## src/rtl/plm_pkg.sv

```systemverilog
`timescale 1ns/1ps
// plm_pkg: result codes shared by the page list manager and its bench.
package plm_pkg;
    typedef enum logic [1:0] {
        RC_HIT          = 2'd0,
        RC_REFILL       = 2'd1,
        RC_PAGEIN       = 2'd2,
        RC_PAGEIN_EVICT = 2'd3
    } plm_code_e;
endpackage

```

## src/rtl/plist_match.sv

```systemverilog
`timescale 1ns/1ps
// plist_match: parallel tag compare of one key against every slot of a list.
// Assumes slot valid bits qualify the stored tags; output is one-hot or zero
// as long as the owning list never stores a tag twice.
module plist_match #(
    parameter int DEPTH  = 4,
    parameter int PAGE_W = 8
) (
    input  logic [DEPTH-1:0][PAGE_W-1:0] tags,
    input  logic [DEPTH-1:0]             vld,
    input  logic [PAGE_W-1:0]            key,
    output logic [DEPTH-1:0]             hit
);
    // one comparator per slot
    for (genvar g = 0; g < DEPTH; g++) begin : g_cmp
        assign hit[g] = vld[g] && (tags[g] == key);
    end
endmodule

```

## src/rtl/plist_active.sv

```systemverilog
`timescale 1ns/1ps
// plist_active: arrival-ordered active list. Slot 0 is the newest page and
// the highest valid slot the oldest. A push shifts every slot back by one,
// and when the list is full the oldest page falls off. The owner reads it
// from the last slot before pushing.
module plist_active #(
    parameter int DEPTH  = 4,
    parameter int PAGE_W = 8
) (
    input  logic                         clk,
    input  logic                         rst_n,
    input  logic                         push,
    input  logic [PAGE_W-1:0]            push_page,
    output logic [DEPTH-1:0][PAGE_W-1:0] pages,
    output logic [DEPTH-1:0]             valid
);
    // shift-in register chain for tags and valid bits
    always_ff @(posedge clk) begin
        if (!rst_n) begin
            valid <= '0;
            pages <= '0;
        end else if (push) begin
            pages[0] <= push_page;
            valid[0] <= 1'b1;
            for (int j = 1; j < DEPTH; j++) begin
                pages[j] <= pages[j-1];
                valid[j] <= valid[j-1];
            end
        end
    end

    // valid slots stay packed toward slot 0
    assert_act_packed_R3: assert property (@(posedge clk) disable iff (!rst_n)
        ((valid & (valid + 1'b1)) == '0));
endmodule

```

## src/rtl/plist_second.sv

```systemverilog
`timescale 1ns/1ps
// plist_second: second-chance list. Slot 0 is the most recently demoted page
// and the highest valid slot is the least recently demoted one, the next to
// be evicted. It supports removing one slot (given one-hot) and pushing at
// the front in the same cycle. Assumes a push together with a full list and
// no removal drops the tail; the owner has already reported that page.
module plist_second #(
    parameter int DEPTH  = 3,
    parameter int PAGE_W = 8
) (
    input  logic                         clk,
    input  logic                         rst_n,
    input  logic                         push,
    input  logic [PAGE_W-1:0]            push_page,
    input  logic                         remove,
    input  logic [DEPTH-1:0]             remove_sel,
    output logic [DEPTH-1:0][PAGE_W-1:0] pages,
    output logic [DEPTH-1:0]             valid
);
    logic [DEPTH-1:0][PAGE_W-1:0] pages_d;
    logic [DEPTH-1:0]             valid_d;
    int                           ridx;

    // index of the slot being removed
    always_comb begin
        ridx = 0;
        for (int j = 0; j < DEPTH; j++)
            if (remove_sel[j]) ridx = j;
    end

    // next-state: remove, push, or both, keeping the order of the others
    always_comb begin
        pages_d = pages;
        valid_d = valid;
        if (remove && push) begin
            pages_d[0] = push_page;
            valid_d[0] = 1'b1;
            for (int j = 1; j < DEPTH; j++) begin
                if (j <= ridx) begin
                    pages_d[j] = pages[j-1];
                    valid_d[j] = valid[j-1];
                end
            end
        end else if (remove) begin
            for (int j = 0; j < DEPTH; j++) begin
                if (j >= ridx) begin
                    if (j < DEPTH - 1) begin
                        pages_d[j] = pages[(j < DEPTH - 1) ? j + 1 : j];
                        valid_d[j] = valid[(j < DEPTH - 1) ? j + 1 : j];
                    end else begin
                        valid_d[j] = 1'b0;
                    end
                end
            end
        end else if (push) begin
            pages_d[0] = push_page;
            valid_d[0] = 1'b1;
            for (int j = 1; j < DEPTH; j++) begin
                pages_d[j] = pages[j-1];
                valid_d[j] = valid[j-1];
            end
        end
    end

    // state register
    always_ff @(posedge clk) begin
        if (!rst_n) begin
            valid <= '0;
            pages <= '0;
        end else begin
            valid <= valid_d;
            pages <= pages_d;
        end
    end

    // list stays packed toward the front, so the tail is the LRU victim
    assert_sc_packed_R7: assert property (@(posedge clk) disable iff (!rst_n)
        ((valid & (valid + 1'b1)) == '0));
    // a removal targets an occupied slot
    assert_sc_remove_valid_R5: assert property (@(posedge clk) disable iff (!rst_n)
        remove |-> ((remove_sel & valid) != '0));
endmodule

```

## src/rtl/page_list_mgr.sv

```systemverilog
`timescale 1ns/1ps
// page_list_mgr: classifies each page access against an active list and a
// second-chance list, updates both lists and registers a result code (and
// eviction page) one cycle later. Assumes page numbers are plain tags; no
// memory transfer or permission bits are handled here. SC_DEPTH may be 0.
module page_list_mgr
    import plm_pkg::*;
#(
    parameter int ACT_DEPTH = 4,
    parameter int SC_DEPTH  = 3,
    parameter int PAGE_W    = 8
) (
    input  logic              clk,
    input  logic              rst_n,
    input  logic              acc_valid,
    input  logic [PAGE_W-1:0] acc_page,
    output logic              res_valid,
    output logic [1:0]        res_code,
    output logic [PAGE_W-1:0] evict_page
);
    localparam int  SCN    = (SC_DEPTH > 0) ? SC_DEPTH : 1;
    localparam bit  HAS_SC = (SC_DEPTH > 0);

    logic [ACT_DEPTH-1:0][PAGE_W-1:0] a_pages;
    logic [ACT_DEPTH-1:0]             a_valid;
    logic [ACT_DEPTH-1:0]             a_match;
    logic [SCN-1:0][PAGE_W-1:0]       s_pages;
    logic [SCN-1:0]                   s_valid;
    logic [SCN-1:0]                   s_match;
    logic a_hit, s_hit, a_full, s_full, a_push, demote, s_remove;
    plm_code_e         code_d;
    logic [PAGE_W-1:0] victim_d;

    // active list and its lookup
    plist_active #(.DEPTH(ACT_DEPTH), .PAGE_W(PAGE_W)) u_active (
        .clk(clk), .rst_n(rst_n), .push(a_push), .push_page(acc_page),
        .pages(a_pages), .valid(a_valid)
    );
    plist_match #(.DEPTH(ACT_DEPTH), .PAGE_W(PAGE_W)) u_amatch (
        .tags(a_pages), .vld(a_valid), .key(acc_page), .hit(a_match)
    );

    // second-chance list only when it has depth
    if (HAS_SC) begin : g_sc
        plist_second #(.DEPTH(SCN), .PAGE_W(PAGE_W)) u_second (
            .clk(clk), .rst_n(rst_n), .push(demote),
            .push_page(a_pages[ACT_DEPTH-1]), .remove(s_remove),
            .remove_sel(s_match), .pages(s_pages), .valid(s_valid)
        );
        plist_match #(.DEPTH(SCN), .PAGE_W(PAGE_W)) u_smatch (
            .tags(s_pages), .vld(s_valid), .key(acc_page), .hit(s_match)
        );
    end else begin : g_nosc
        assign s_pages = '0;
        assign s_valid = '0;
        assign s_match = '0;
    end

    // classify the access and derive list controls
    always_comb begin
        a_hit    = |a_match;
        s_hit    = |s_match;
        a_full   = a_valid[ACT_DEPTH-1];
        s_full   = HAS_SC && s_valid[SCN-1];
        a_push   = acc_valid && !a_hit;
        demote   = HAS_SC && a_push && a_full;
        s_remove = acc_valid && !a_hit && s_hit;
        victim_d = HAS_SC ? s_pages[SCN-1] : a_pages[ACT_DEPTH-1];
        if (a_hit)                               code_d = RC_HIT;
        else if (s_hit)                          code_d = RC_REFILL;
        else if (a_full && (!HAS_SC || s_full))  code_d = RC_PAGEIN_EVICT;
        else                                     code_d = RC_PAGEIN;
    end

    // result register, one cycle after the access
    always_ff @(posedge clk) begin
        if (!rst_n) begin
            res_valid  <= 1'b0;
            res_code   <= 2'd0;
            evict_page <= '0;
        end else begin
            res_valid  <= acc_valid;
            if (acc_valid) res_code <= code_d;
            evict_page <= (acc_valid && code_d == RC_PAGEIN_EVICT) ? victim_d : '0;
        end
    end

    // cross-list duplicate detector for the invariant below
    logic dup;
    always_comb begin
        dup = 1'b0;
        for (int i = 0; i < ACT_DEPTH; i++)
            for (int j = 0; j < SCN; j++)
                if (a_valid[i] && s_valid[j] && a_pages[i] == s_pages[j]) dup = 1'b1;
    end

    assert_no_dup_R8: assert property (@(posedge clk) disable iff (!rst_n) !dup);

    assert_reset_empty_R1: assert property (@(posedge clk)
        !rst_n |=> (a_valid == '0 && s_valid == '0 && !res_valid));

    assert_hit_keeps_order_R2: assert property (@(posedge clk) disable iff (!rst_n)
        (res_valid && res_code == 2'd0) |->
            (a_pages == $past(a_pages) && a_valid == $past(a_valid)
             && s_valid == $past(s_valid)));

    assert_new_page_front_R3: assert property (@(posedge clk) disable iff (!rst_n)
        (res_valid && res_code != 2'd0) |-> (a_valid[0] && a_pages[0] == $past(acc_page)));

    assert_evict_needs_full_R6: assert property (@(posedge clk) disable iff (!rst_n)
        (res_valid && res_code == 2'd3) |-> $past(a_full));

    assert_refill_had_sc_R5: assert property (@(posedge clk) disable iff (!rst_n)
        (res_valid && res_code == 2'd1) |-> ($past(s_valid) != '0));

    assert_result_follows_R9: assert property (@(posedge clk) disable iff (!rst_n)
        acc_valid |=> res_valid);
endmodule

```

## config.mk

```make
export PLATFORM = sky130hd
export DESIGN_NAME = page_list_mgr
export DESIGN_NICKNAME = d
export VERILOG_FILES = /design/src/rtl/plm_pkg.sv /design/src/rtl/plist_match.sv /design/src/rtl/plist_active.sv /design/src/rtl/plist_second.sv /design/src/rtl/page_list_mgr.sv
export SDC_FILE = /design/constraint.sdc
export NUM_CORES = 1
export LEC_CHECK = 0
export BUFFER_PORTS_ARGS = -buffer_cell sky130_fd_sc_hd__clkbuf_2
export CORE_MARGIN = 5
export CORE_UTILIZATION = 35
export DETAILED_ROUTE_END_ITERATION = 16
export SLEW_MARGIN = 20
export SYNTH_ARGS = -nofsm -noshare
export SYNTH_HDL_FRONTEND = slang
export SYNTH_SLANG_ARGS = --single-unit
```

## constraint.sdc

```tcl
create_clock -name clk -period 2.3 [get_ports clk]
set_input_delay 0.46 -clock clk [delete_from_list [all_inputs] [get_ports clk]]
set_output_delay 0.46 -clock clk [all_outputs]
set_load 0.05 [all_outputs]
```

==> impl_results.md <==
- Synthesized netlist cell count: 455
- Initial antenna violation count: 0
- Clock Latency Late Sink: 330 ps
- Syn-to-layout area delta: 17.5%
- Crit-path cells: xnor2_2, nand3_1, or3_1, nor4_4, nand3_2, o221a_1
- TritonRoute pass-1 iters: 5
- Fmax: 459 MHz
- Outcome: finished, final reports clean
- Hold depth: 2
- Antenna fix cells: 0
- Routed Antenna Nets: 0
- Full die area: 0.0135 mm2
- Clock power frac: 47.7%
- Die W: 116 um
- Hold Slack: 395 ps
- Via Count: 3,419
- Top cell type's share of synthesized area: 37.6%
- Dpl cells: 612
- Post-synth EDFFs: 0
- Htree depth: 3
- WP data arrival: 2390 ps
- Netlist cell types: 46
- Crit-path slowest cell: nor4_4
- Post-synthesis sequential area ratio: 37.6%
- WP buf/inv: 0
- TritonCTS Buffers: 9
- Top cell family by delay on the critical path: simple AND/OR/NAND/NOR gates
- Area of the multi-input gates: 0.00217 mm2
- Synth Warn #: 0
- Cell Area, Synth: 0.00394 mm2
- TritonCTS clock tree: yes
- Tightest Pin Transition: 534 ps
- Register Area: 0.00148 mm2
- Startpoint types: flop
- WL final: 10,100 um
- R2r setup slk: 120 ps
- Placer Congestion: 0.889
- CP max stage delay: 550 ps
- Critical path type: reg2reg
- CP Max Fanout: 9
- Combinational Power Share: 7.7%
- Clk sinks: 74
- Die height: 116 um
- GRT overflow: 0
- Io pins: 22
- HP Start: acc_valid
- Async set-or-reset flop fraction in the synthesized netlist: 0%
- Post-detail-place hpwl: 7230 um
- Synth top area cells: dfxtp_1, xnor2_1, nand3_1
- Syn Nets: 466
- Most used DFF post-synth: dfxtp_1
- Clock period minus worst slack: 2180 ps
- Most common cell after layout, fill and taps aside: dfxtp_1
- Fillers: 1,104
- Static leakage: 0.00164 uW
- Worst Hold Class: in2reg
- Int Pwr: 2260 uW
- Pwr Density: 641 mW/mm2
- Final Max Tran Viols: 0
- Final Skew: 5.82 ps
- # nets final: 494
- Post-CTS Setup Bufs: 0
- Commonest non-fill, non-tap cells in the layout: dfxtp_1, xnor2_1, nand3_1, a21oi_1, buf_4
- Worst Hold Path EP: res_valid
- Non-Filler Instances: 628
- Pin count of the biggest net entering global routing: 39
- Worst ir drop on vdd: 0.323 mV
- Global-route wire length before repair: 17,000 um
- R2r startpoint: g_sc.u_second.pages[3]
- Placeable Area: 0.0109 mm2
- Number of global-route vias before repair: 3,324
- Row cnt: 38
- Hold_buf cts: 0
- Part of the power in registers: 44.6%
- Via density: 5.44
- First-iteration detailed-routing DRC count: 275
- Max-cap violations: 0
- RSZ-0062 raised after global routing: false
- WL/cell: 16.1 um
- Syn avg cell area: 8.65 um2
- P_sw: 699 uW
- Reg2Reg Depth: 6
- Tot GR Track Use: 15.8%
- Setup violations, final: 0
- Buffers on Ports: 21
- Critical path capture point type: flop
- Post-synth top area cell: dfxtp_1
- Clock tree root buffer cell: clkbuf_16
- Clock Path Buffers: 2
- Final Hold Viols: 0
- Core Util, Final: 42.3%
- Starting Density: 36.0%
- PostCTS Resize Cnt: 0
- CTS clk-pin slew, worst paths: 60 ps
- Worst slew margin: 64.1%
- Period utilization: 94.6%
- Layout cell share with drive strength beyond 1: 18.0%
- Post-synthesis register bit count: 74
- Switching share of power: 23.6%
- R2R Path End: g_sc.u_second.valid[0]
- Residual DRC: 0
- CP required: 2510 ps
## layout make-up
type / instances / share of cell area, %
Clock buffer: 10 / 5.17
Clock inverter: 6 / 1.43
Inverter: 11 / 0.893
Multi-Input combinational cell: 325 / 46.9
Sequential cell: 74 / 32.1
Tap cell: 140 / 3.79
Timing Repair Buffer: 62 / 9.75
## power groups by stage
stage               registers (uW)  logic [uW]  clock network (uW)
finish                        1320         228                1410
CTS                           1320         230                1440
floorplan                     1350         163                   0
global route                  1320         250                1500
global placement              1350         228                   0
detailed placement            1350         229                   0
## synthesized netlist by cell type (2+ instances only)
cell / count
buf_6: 7
buf_4: 5
nor3_1: 7
xnor2_1: 47
a31o_2: 2
nand2b_1: 2
and2_1: 10
nand3_1: 42
xor2_1: 8
or3_1: 4
o311ai_0: 8
inv_1: 10
buf_1: 4
nor2_1: 3
nor4_1: 3
a41oi_1: 8
dfxtp_1: 74
or4_1: 8
a31o_1: 6
buf_2: 7
nand2_1: 34
clkbuf_1: 22
o211a_1: 8
nand4_1: 15
o31a_1: 2
mux2i_1: 17
o21ai_0: 36
a21oi_1: 38
## registers in the layout (all words and copies together) (netlist names)
| register | count |
|---|---|
| res_valid | 1 |
| g_sc.u_second.valid | 3 |
| res_code | 2 |
| g_sc.u_second.pages | 24 |
| evict_page | 8 |
| u_active.valid | 4 |
| u_active.pages | 32 |
## cell families (layout without fill, tap and decap cells)
| logic type | count (synthesis) | count (layout) | synth area share, % |
|---|---|---|---|
| AO/OA/AOI/OAI | 117 | 117 | 19.1 |
| XOR/XNOR | 56 | 56 | 12.7 |
| buffers and inverters | 56 | 89 | 7.38 |
| flip-flops | 74 | 74 | 37.6 |
| multiplexers | 17 | 17 | 4.32 |
| AND/OR/NAND/NOR | 135 | 135 | 18.9 |
## layer usage
metal / vias to the layer above / GRT usage, % / share of wire (%)
met2: 76 / 25.9 / 49
met3: 29 / 2.56 / 4.3
met5: - / 0 / 0
met1: 1608 / 20.4 / 44
li1: 1706 / - / -
met4: 0 / 7.42 / 3.4
## stage by stage
step                      setup WS (ps)  total power, uW  area, um2  setup TNS [ps]
after floorplan                     118             1510       3940               0
after global placement             -113             1580       4320           -2620
after detailed placement           -161             1580       4320           -4960
after CTS                           131             2990       4620               0
after global routing               16.8             3080       4620               0
final                               123             2960       4620               0
## how the worst max path moves through the flow
| stage | start | to | cells past startpoint |
|---|---|---|---|
| after floorplan | acc_page[1] | g_sc.u_second.valid[0] | 8 |
| after global placement | acc_page[3] | g_sc.u_second.pages[16] | 9 |
| after detailed placement | acc_page[7] | g_sc.u_second.valid[0] | 7 |
| after CTS | g_sc.u_second.pages[3] | g_sc.u_second.valid[0] | 6 |
| after global routing | g_sc.u_second.pages[3] | g_sc.u_second.valid[0] | 6 |
| final | g_sc.u_second.pages[3] | g_sc.u_second.valid[0] | 6 |
No activity file was read; power rests on OpenSTA's default activity.
